--- src/rtl/vout_pkg.sv ---
package vout_pkg;
    localparam int WORD_W = 32;
    localparam int BYTE_W = 8;

    typedef enum logic {
        ST_EMPTY   = 1'b0,
        ST_PRESENT = 1'b1
    } vo_state_e;
endpackage

--- src/rtl/vout_ctrl.sv ---
module vout_ctrl
    import vout_pkg::*;
(
    input  logic clk,
    input  logic rst_n,
    input  logic port_en,
    input  logic in_valid,
    input  logic vo_ack_n,
    input  logic at_last,
    output logic in_ready,
    output logic load,
    output logic step,
    output logic vo_req_n
);
    vo_state_e state_q, state_d;
    logic      fire;

    // state register
    always_ff @(posedge clk or negedge rst_n) begin
        if (!rst_n) state_q <= ST_EMPTY;
        else        state_q <= state_d;
    end

    // outputs and next state
    always_comb begin
        vo_req_n = 1'b1;
        in_ready = 1'b0;
        fire     = 1'b0;
        step     = 1'b0;
        load     = 1'b0;
        state_d  = state_q;
        unique case (state_q)
            ST_EMPTY: begin
                in_ready = port_en;
                load     = in_ready & in_valid;
                if (load) state_d = ST_PRESENT;              // FETCH
            end
            ST_PRESENT: begin
                vo_req_n = 1'b0;
                fire     = ~vo_ack_n;
                step     = fire & ~at_last;                   // ADVANCE
                in_ready = port_en & fire & at_last;
                load     = in_ready & in_valid;               // CHAIN
                if (fire && at_last && !load) state_d = ST_EMPTY; // DRAIN
            end
            default: state_d = ST_EMPTY;
        endcase
    end
endmodule

--- src/rtl/vout_hold.sv ---
module vout_hold
    import vout_pkg::*;
#(
    parameter int W_WORD = WORD_W,
    parameter int W_BYTE = BYTE_W,
    localparam int NLANE = W_WORD / W_BYTE,
    localparam int IDX_W = $clog2(NLANE)
) (
    input  logic              clk,
    input  logic              rst_n,
    input  logic              load,
    input  logic              step,
    input  logic [W_WORD-1:0] in_word,
    input  logic              in_eor,
    input  logic [IDX_W-1:0]  in_cnt,
    output logic [W_BYTE-1:0] cur_byte,
    output logic              at_last,
    output logic              eor_here
);
    localparam logic [IDX_W-1:0] TOP_IDX = IDX_W'(NLANE - 1);

    logic [W_WORD-1:0] word_q;
    logic [IDX_W-1:0]  idx_q, last_q, last_d;
    logic              eor_q;
    logic [W_BYTE-1:0] lanes [NLANE];

    always_comb begin
        if (in_eor && in_cnt != '0) last_d = in_cnt - 1'b1;
        else                         last_d = TOP_IDX;
    end

    always_ff @(posedge clk or negedge rst_n) begin
        if (!rst_n) begin
            word_q <= '0;
            idx_q  <= '0;
            last_q <= '0;
            eor_q  <= 1'b0;
        end else if (load) begin
            word_q <= in_word;
            idx_q  <= '0;
            last_q <= last_d;
            eor_q  <= in_eor;
        end else if (step) begin
            idx_q  <= idx_q + 1'b1;
        end
    end

    for (genvar g = 0; g < NLANE; g++) begin : g_lane
        assign lanes[g] = word_q[g*W_BYTE +: W_BYTE];
    end

    assign cur_byte = lanes[idx_q];
    assign at_last  = (idx_q == last_q);
    assign eor_here = eor_q & at_last;
endmodule

--- src/rtl/vout_lane.sv ---
module vout_lane
    import vout_pkg::*;
#(
    parameter int W_BYTE = BYTE_W
) (
    input  logic              rev_mode,
    input  logic              present_n,
    input  logic              eor_here,
    input  logic [W_BYTE-1:0] cur_byte,
    output logic [W_BYTE-1:0] vo_data,
    output logic              vo_eor_n
);
    logic [W_BYTE-1:0] mirrored;

    for (genvar b = 0; b < W_BYTE; b++) begin : g_mirror
        assign mirrored[b] = cur_byte[W_BYTE-1-b];
    end

    assign vo_data  = rev_mode ? mirrored : cur_byte;
    assign vo_eor_n = ~(eor_here & ~present_n);
endmodule

--- src/rtl/vout_unpacker.sv ---
module vout_unpacker
    import vout_pkg::*;
#(
    parameter int W_WORD = WORD_W,
    parameter int W_BYTE = BYTE_W,
    localparam int NLANE = W_WORD / W_BYTE,
    localparam int IDX_W = $clog2(NLANE)
) (
    input  logic              clk,
    input  logic              rst_n,
    input  logic              port_en,
    input  logic              rev_mode,
    input  logic              in_valid,
    output logic              in_ready,
    input  logic [W_WORD-1:0] in_word,
    input  logic              in_eor,
    input  logic [IDX_W-1:0]  in_cnt,
    output logic              vo_req_n,
    input  logic              vo_ack_n,
    output logic [W_BYTE-1:0] vo_data,
    output logic              vo_eor_n
);
    logic              load, step, at_last, eor_here;
    logic [W_BYTE-1:0] cur_byte;

    vout_ctrl u_ctrl (
        .clk      (clk),
        .rst_n    (rst_n),
        .port_en  (port_en),
        .in_valid (in_valid),
        .vo_ack_n (vo_ack_n),
        .at_last  (at_last),
        .in_ready (in_ready),
        .load     (load),
        .step     (step),
        .vo_req_n (vo_req_n)
    );

    vout_hold #(.W_WORD(W_WORD), .W_BYTE(W_BYTE)) u_hold (
        .clk      (clk),
        .rst_n    (rst_n),
        .load     (load),
        .step     (step),
        .in_word  (in_word),
        .in_eor   (in_eor),
        .in_cnt   (in_cnt),
        .cur_byte (cur_byte),
        .at_last  (at_last),
        .eor_here (eor_here)
    );

    vout_lane #(.W_BYTE(W_BYTE)) u_lane (
        .rev_mode  (rev_mode),
        .present_n (vo_req_n),
        .eor_here  (eor_here),
        .cur_byte  (cur_byte),
        .vo_data   (vo_data),
        .vo_eor_n  (vo_eor_n)
    );
endmodule

--- config.mk ---
export PLATFORM = sky130hd
export DESIGN_NAME = vout_unpacker
export DESIGN_NICKNAME = d
export VERILOG_FILES = /design/src/rtl/vout_pkg.sv /design/src/rtl/vout_ctrl.sv /design/src/rtl/vout_hold.sv /design/src/rtl/vout_lane.sv /design/src/rtl/vout_unpacker.sv
export SDC_FILE = /design/constraint.sdc
export NUM_CORES = 1
export LEC_CHECK = 0
export ABC_CLOCK_PERIOD_IN_PS = 2600
export CAP_MARGIN = 20
export CORE_MARGIN = 1.5
export CORE_UTILIZATION = 45
export CTS_CLUSTER_SIZE = 28
export DETAILED_ROUTE_END_ITERATION = 10
export HOLD_SLACK_MARGIN = 0.02
export PLACE_DENSITY = 0.75
export SETUP_SLACK_MARGIN = 0.05
export SYNTH_ARGS = -nofsm -noshare
export SYNTH_HDL_FRONTEND = slang
export SYNTH_SLANG_ARGS = --single-unit
export TNS_END_PERCENT = 50
--- constraint.sdc ---
create_clock -name clk -period 2.6 [get_ports clk]
set_clock_uncertainty 0.05 [all_clocks]
set_input_delay 0.39 -clock clk [delete_from_list [all_inputs] [get_ports clk]]
set_output_delay 0.39 -clock clk [all_outputs]
set_load 0.03 [all_outputs]
Yosys cells after proc, flatten, opt, wreduce, memory -nomap -nowiden
Index checks and enable logic that the tools add are counted.
{ "word_totals": {"inputBits": 41, "romBits": 0, "output_inout_bits": 11, "elab_cells": 41, "mem_count": 0, "latchBits": 0, "regBits": 38, "mem_bits_rw": 0} }
{ "op_classes": {"div_mod_pow": 0, "shifts": 0, "eq_ne": 1, "muxes": 14, "n_addsub": 2, "multipliers": 0, "order_cmp": 1, "reduce_logical": 6, "bitwise_logic": 12} }
{ "ops": {"columns": ["operator", "count"], "rows": [
  ["8-bit two-way mux", 3],
  ["8-bit binary-select mux with 2-bit select", 1],
  ["1-bit AND", 7],
  ["2-bit two-way mux", 3],
  ["1-bit case mux with 2 select lines", 3],
  ["1-bit two-way mux", 4],
  ["1-bit inverter", 4],
  ["2-bit nonzero test", 2],
  ["3-bit >= comparator (second input constant)", 1],
  ["1-bit logical AND", 3],
  ["2-bit inverter with 3-bit output", 1],
  ["2-bit by 1-bit adder with 2-bit output (second input constant)", 1],
  ["2-bit equality test", 1],
  ["2-bit by 1-bit subtractor with 2-bit output (second input constant)", 1],
  ["1-bit zero test", 1]
]} }

Logic depth before layout (Yosys ltp)
{ "depth": {"word_depth": 8, "ltp_mapped": 6, "mapped_depth_nobuf": 4} }

Hierarchy
Synthesis repeated with hierarchy kept, for this count alone.
{ "hier_totals": {"cells_unflattened": 119, "hier_area_um2": 1850.5} }
{ "by_module_without_submodules": {"columns": ["mod", "cells_each", "instances", "area_each_um2", "seq_area_each_um2"], "rows": [
  ["vout_hold", 101, 1, 1640.3, 925.9],
  ["vout_lane", 10, 1, 137.6, 0.0],
  ["vout_ctrl", 8, 1, 72.6, 25.0]
]} }

Least setup slack after synthesis
No wires, ideal clock.
{ "synth_timing": {"kind": "flip-flop to output port", "start": "reg u_hold.idx_q[0]", "end": "out vo_data[1]", "path_buffers": 2, "slack_ns": 0.619, "stages_incl_launch_ff": 5, "required_time_ns": 2.160, "t_arrival_ns": 1.541, "cell_sequence": "dfrtp_1 -> buf_4 -> buf_2 -> mux4_2 -> mux2_2"} }
{ "synth_between": {"elab_chain_cells": 5} }
{ "synth_rtl": {"columns": ["item", "line", "source"], "rows": [
  ["start, declared", "vout_hold.sv:23", "logic [IDX_W-1:0] idx_q, last_q, last_d;"],
  ["start signal, assigned", "vout_hold.sv:44", "idx_q <= idx_q + 1'b1;"],
  ["2-bit inverter with 3-bit output (implied by the code)", "vout_hold.sv:52", "assign cur_byte = lanes[idx_q];"],
  ["8-bit binary-select mux with 2-bit select", "vout_hold.sv:52", null],
  ["8-bit two-way mux (implied by the code) (2 in series)", "vout_hold.sv:52", null],
  ["8-bit two-way mux", "vout_lane.sv:19", "assign vo_data = rev_mode ? mirrored : cur_byte;"],
  ["end, declared", "vout_unpacker.sv:20", "output logic [W_BYTE-1:0] vo_data,"]
]} }
Every way passes these cells. The select of a mux whose other input is x is not followed.

Worst setup path after layout
{ "layout_timing": {"start": "reg u_hold.idx_q[1]", "end": "out vo_eor_n"} }
{ "layout_between": {"elab_chain_cells": 4} }
{ "layout_rtl": {"columns": ["item", "line", "source"], "rows": [
  ["2-bit equality test", "vout_hold.sv:53", "assign at_last = (idx_q == last_q);"],
  ["1-bit AND", "vout_hold.sv:54", "assign eor_here = eor_q & at_last;"],
  ["1-bit AND", "vout_lane.sv:20", "assign vo_eor_n = ~(eor_here & ~present_n);"],
  ["1-bit inverter", "vout_lane.sv:20", null],
  ["end, declared", "vout_unpacker.sv:21", "output logic vo_eor_n"]
]} }
Every way passes these cells.

==> impl_metrics.yaml <==
global_route:
  grt_pass1_wl_um: 6541
  grt_pass1_vias: 1352
  grt_antenna_before_repair: 0
  grtUsageTotal_pct: 17.45
  overflow: 0
  grt_max_degree: 39
logic_synthesis:
  synth_cell_type_count: 26
  yosysSeqAreaShare_pct: 48.01
  synth.ff_latch_count: 38
  synth_warnings: 0
  synthesis.nets: 168
  synth_cells: 126
  yosys-top-cells-area: "dfrtp_1, mux2_4, mux4_2"
  synth_top_area_share_pct: 48.01
  synth_area_um2: 1981
  yosysTopAreaCell: "dfrtp_1"
  syn_area_per_cell_um2: 15.72
clock_network:
  cts_hold_buf: 0
  cts_resized: 9
  cts_buffer_depth: 2
  cts_setup_buffers: 0
  clk_pin_slew_ps: 70
  clock_latency_ps: 290
  cts_sinks: 38
  cts_made_buffers: 5
  cts_tree: "done"
  htree_levels: 2
  clockRootBuffer: "clkbuf_8"
setup_path:
  setup.worst_path.start_class: "flip-flop"
  cp.required_ps: 2160
  r2r_end: "u_hold.word_q[23]"
  reg2reg_from: "u_hold.idx_q[1]"
  end_kind: "primary output"
  crit_path_max_incr_delay_ps: 610
  arrival_ps: 2020
  worst-path-max-fanout: 13
  path_cells: "xor2_1 -> nor2_2 -> nand3_1 -> clkdlybuf4s50_1"
  reg2reg_depth: 5
  reg2reg_slack_ps: 680
  crit_slowest_cell: "clkdlybuf4s50_1"
  critPathKind: "reg -> out"
routing:
  routedWlPerCell_um: 16.58
  vias: 1218
  drtIter0Drc: 67
  via_per_inst: 5.273
  firstDrtPassIters: 4
  drc: 0
  antenna_left: 0
  postRouteWirelength_um: 3831
layout:
  syn_to_final_growth_pct: 32.03
  fin_util_pct: 63.55
  antenna_cells: 0
  drive_gt1_share_pct: 38.12
  nets: 222
  layout.filler_cells: 319
job:
  maxCapViolations: 0
sta:
  fin_crit_sh_pct: 94.60
  drv_slew: 0
  tightestPinTransition_ps: 826.3
  setup_viol: 0
  slew_headroom_pct: 44.91
  period_minus_slack_ps: 2460
  setup_tns_ps: 0
  final_hold_viol_count: 0
  fmax_ghz: 0.4066
  whs_ps: 142.2
  grt_setup_unrepaired: "no"
power_and_ir_drop:
  p_leak_nw: 1.211
  p_per_area_nw_per_um2: 1236
  power.total_mw: 3.232
  ir_drop_mv: 0.5042
floorplanning:
  row_count: 23
  io_pins: 52
  fp.dieArea_um2: 4809
  die_h_um: 69.35
  die_w_um: 69.35
  start_util_pct: 48.13
  core-area_um2: 4115
placement:
  gp_congestion: 0.7821
  io_buffers: 51
  dpl.hpwl_um: 2648
status:
  status: "finished, final reports clean"
min_path:
  hold_class: "in -> async"
metal layers:
metal	vias to the layer above	GRT usage [%]	share of wire [%]
met5	-	0	0
met4	0	6.536	1.4
met3	7	5.523	6.6
met2	42	25.53	46
met1	605	24.29	46
li1	564	-	-
cell type report:
type                            count  area, um2  area share, %
Clock inverter                      1      5.005         0.1914
Timing Repair Buffer               55      548.0          20.96
Sequential cell                    38      952.2          36.41
Tap cell                           50      62.56          2.392
Clock buffer                        7      86.33          3.301
Inverter                            3      11.26         0.4306
Multi-Input combinational cell     77      949.7          36.32
synth_stat cells, drive strengths merged:
cell	n
nor2	4
dfrtp	38
mux2	43
mux4	8
ha	1
or2	2
nand2	3
inv	3
o21ai	2
nand3b	3
a211o	1
nand3	2
and2	1
and3	1
buf	7
xor2	2
a21oi	2
a21boi	1
clkbuf	1
a22o	1
flip-flops by register name (all words and copies together), names as in the netlist:
signal / cells
u_hold.last_q: 2
u_ctrl.state_q: 1
u_hold.eor_q: 1
u_hold.idx_q: 2
u_hold.word_q: 32
cell usage in the layout (no fill, tap or decap):
cell and n:
a211o_1 1, a21boi_0 1, a21oi_1 1, a21oi_4 1, a22o_1 1, and2_1 1
and3_1 1, buf_12 2, buf_2 1, buf_4 3, clkbuf_1 1, clkbuf_8 6
clkdlybuf4s50_1 41, clkinv_2 1, dfrtp_1 37, dfrtp_2 1, dlygate4sd2_1 8, ha_1 1
inv_1 3, mux2_2 13, mux2_4 30, mux4_2 8, nand2_1 3, nand3_1 2
nand3b_1 3, nor2_1 3, nor2_2 1, o21ai_0 2, or2_2 2, xor2_1 2
per-stage QoR:
stage	area, um2	setup WS, ps	std cells
2_1_floorplan	1981	619.1	126
3_3_place_gp	2532	202.1	223
3_5_place_dp	2532	174.4	223
4_1_cts	2615	119.5	231
5_1_grt	2615	75.61	231
6_report	2615	140.4	231
worst max-delay path by stage:
stage / cells after the start / slack (ps) / end / from
floorplan: 4 / 620 / vo_data[1] / u_hold.idx_q[0]
global placement: 3 / 200 / vo_data[2] / u_hold.idx_q[1]
detailed placement: 4 / 170 / vo_data[7] / rev_mode
CTS: 4 / 120 / vo_eor_n / u_hold.idx_q[1]
global route: 4 / 80 / vo_eor_n / u_hold.idx_q[1]
finish: 4 / 140 / vo_eor_n / u_hold.idx_q[1]
cells by family (layout without fill, tap and decap cells):
family | after synthesis | after routing | synth area share (%)
flops | 38 | 38 | 48.01
compound gates | 7 | 7 | 2.843
xor+xnor | 2 | 2 | 0.8846
buf+inv | 11 | 66 | 4.043
fa+ha+maj | 1 | 1 | 0.6316
mux | 51 | 51 | 39.23
simple gates | 16 | 16 | 4.359
where the power goes:
group          internal, mW  switching (mW)
Sequential            0.892           0.205
Clock                 0.214           0.199
Combinational         0.983           0.738
worst max-delay path: cells and delay by family (launching register included):
| kind | cells | cell delay, ps |
|---|---|---|
| buffers and inverters | 1 | 610 |
| AND/OR/NAND/NOR | 2 | 360 |
| flip-flops | 1 | 530 |
| XOR/XNOR | 1 | 220 |
Note: power is estimated with default switching activity, not from simulation.
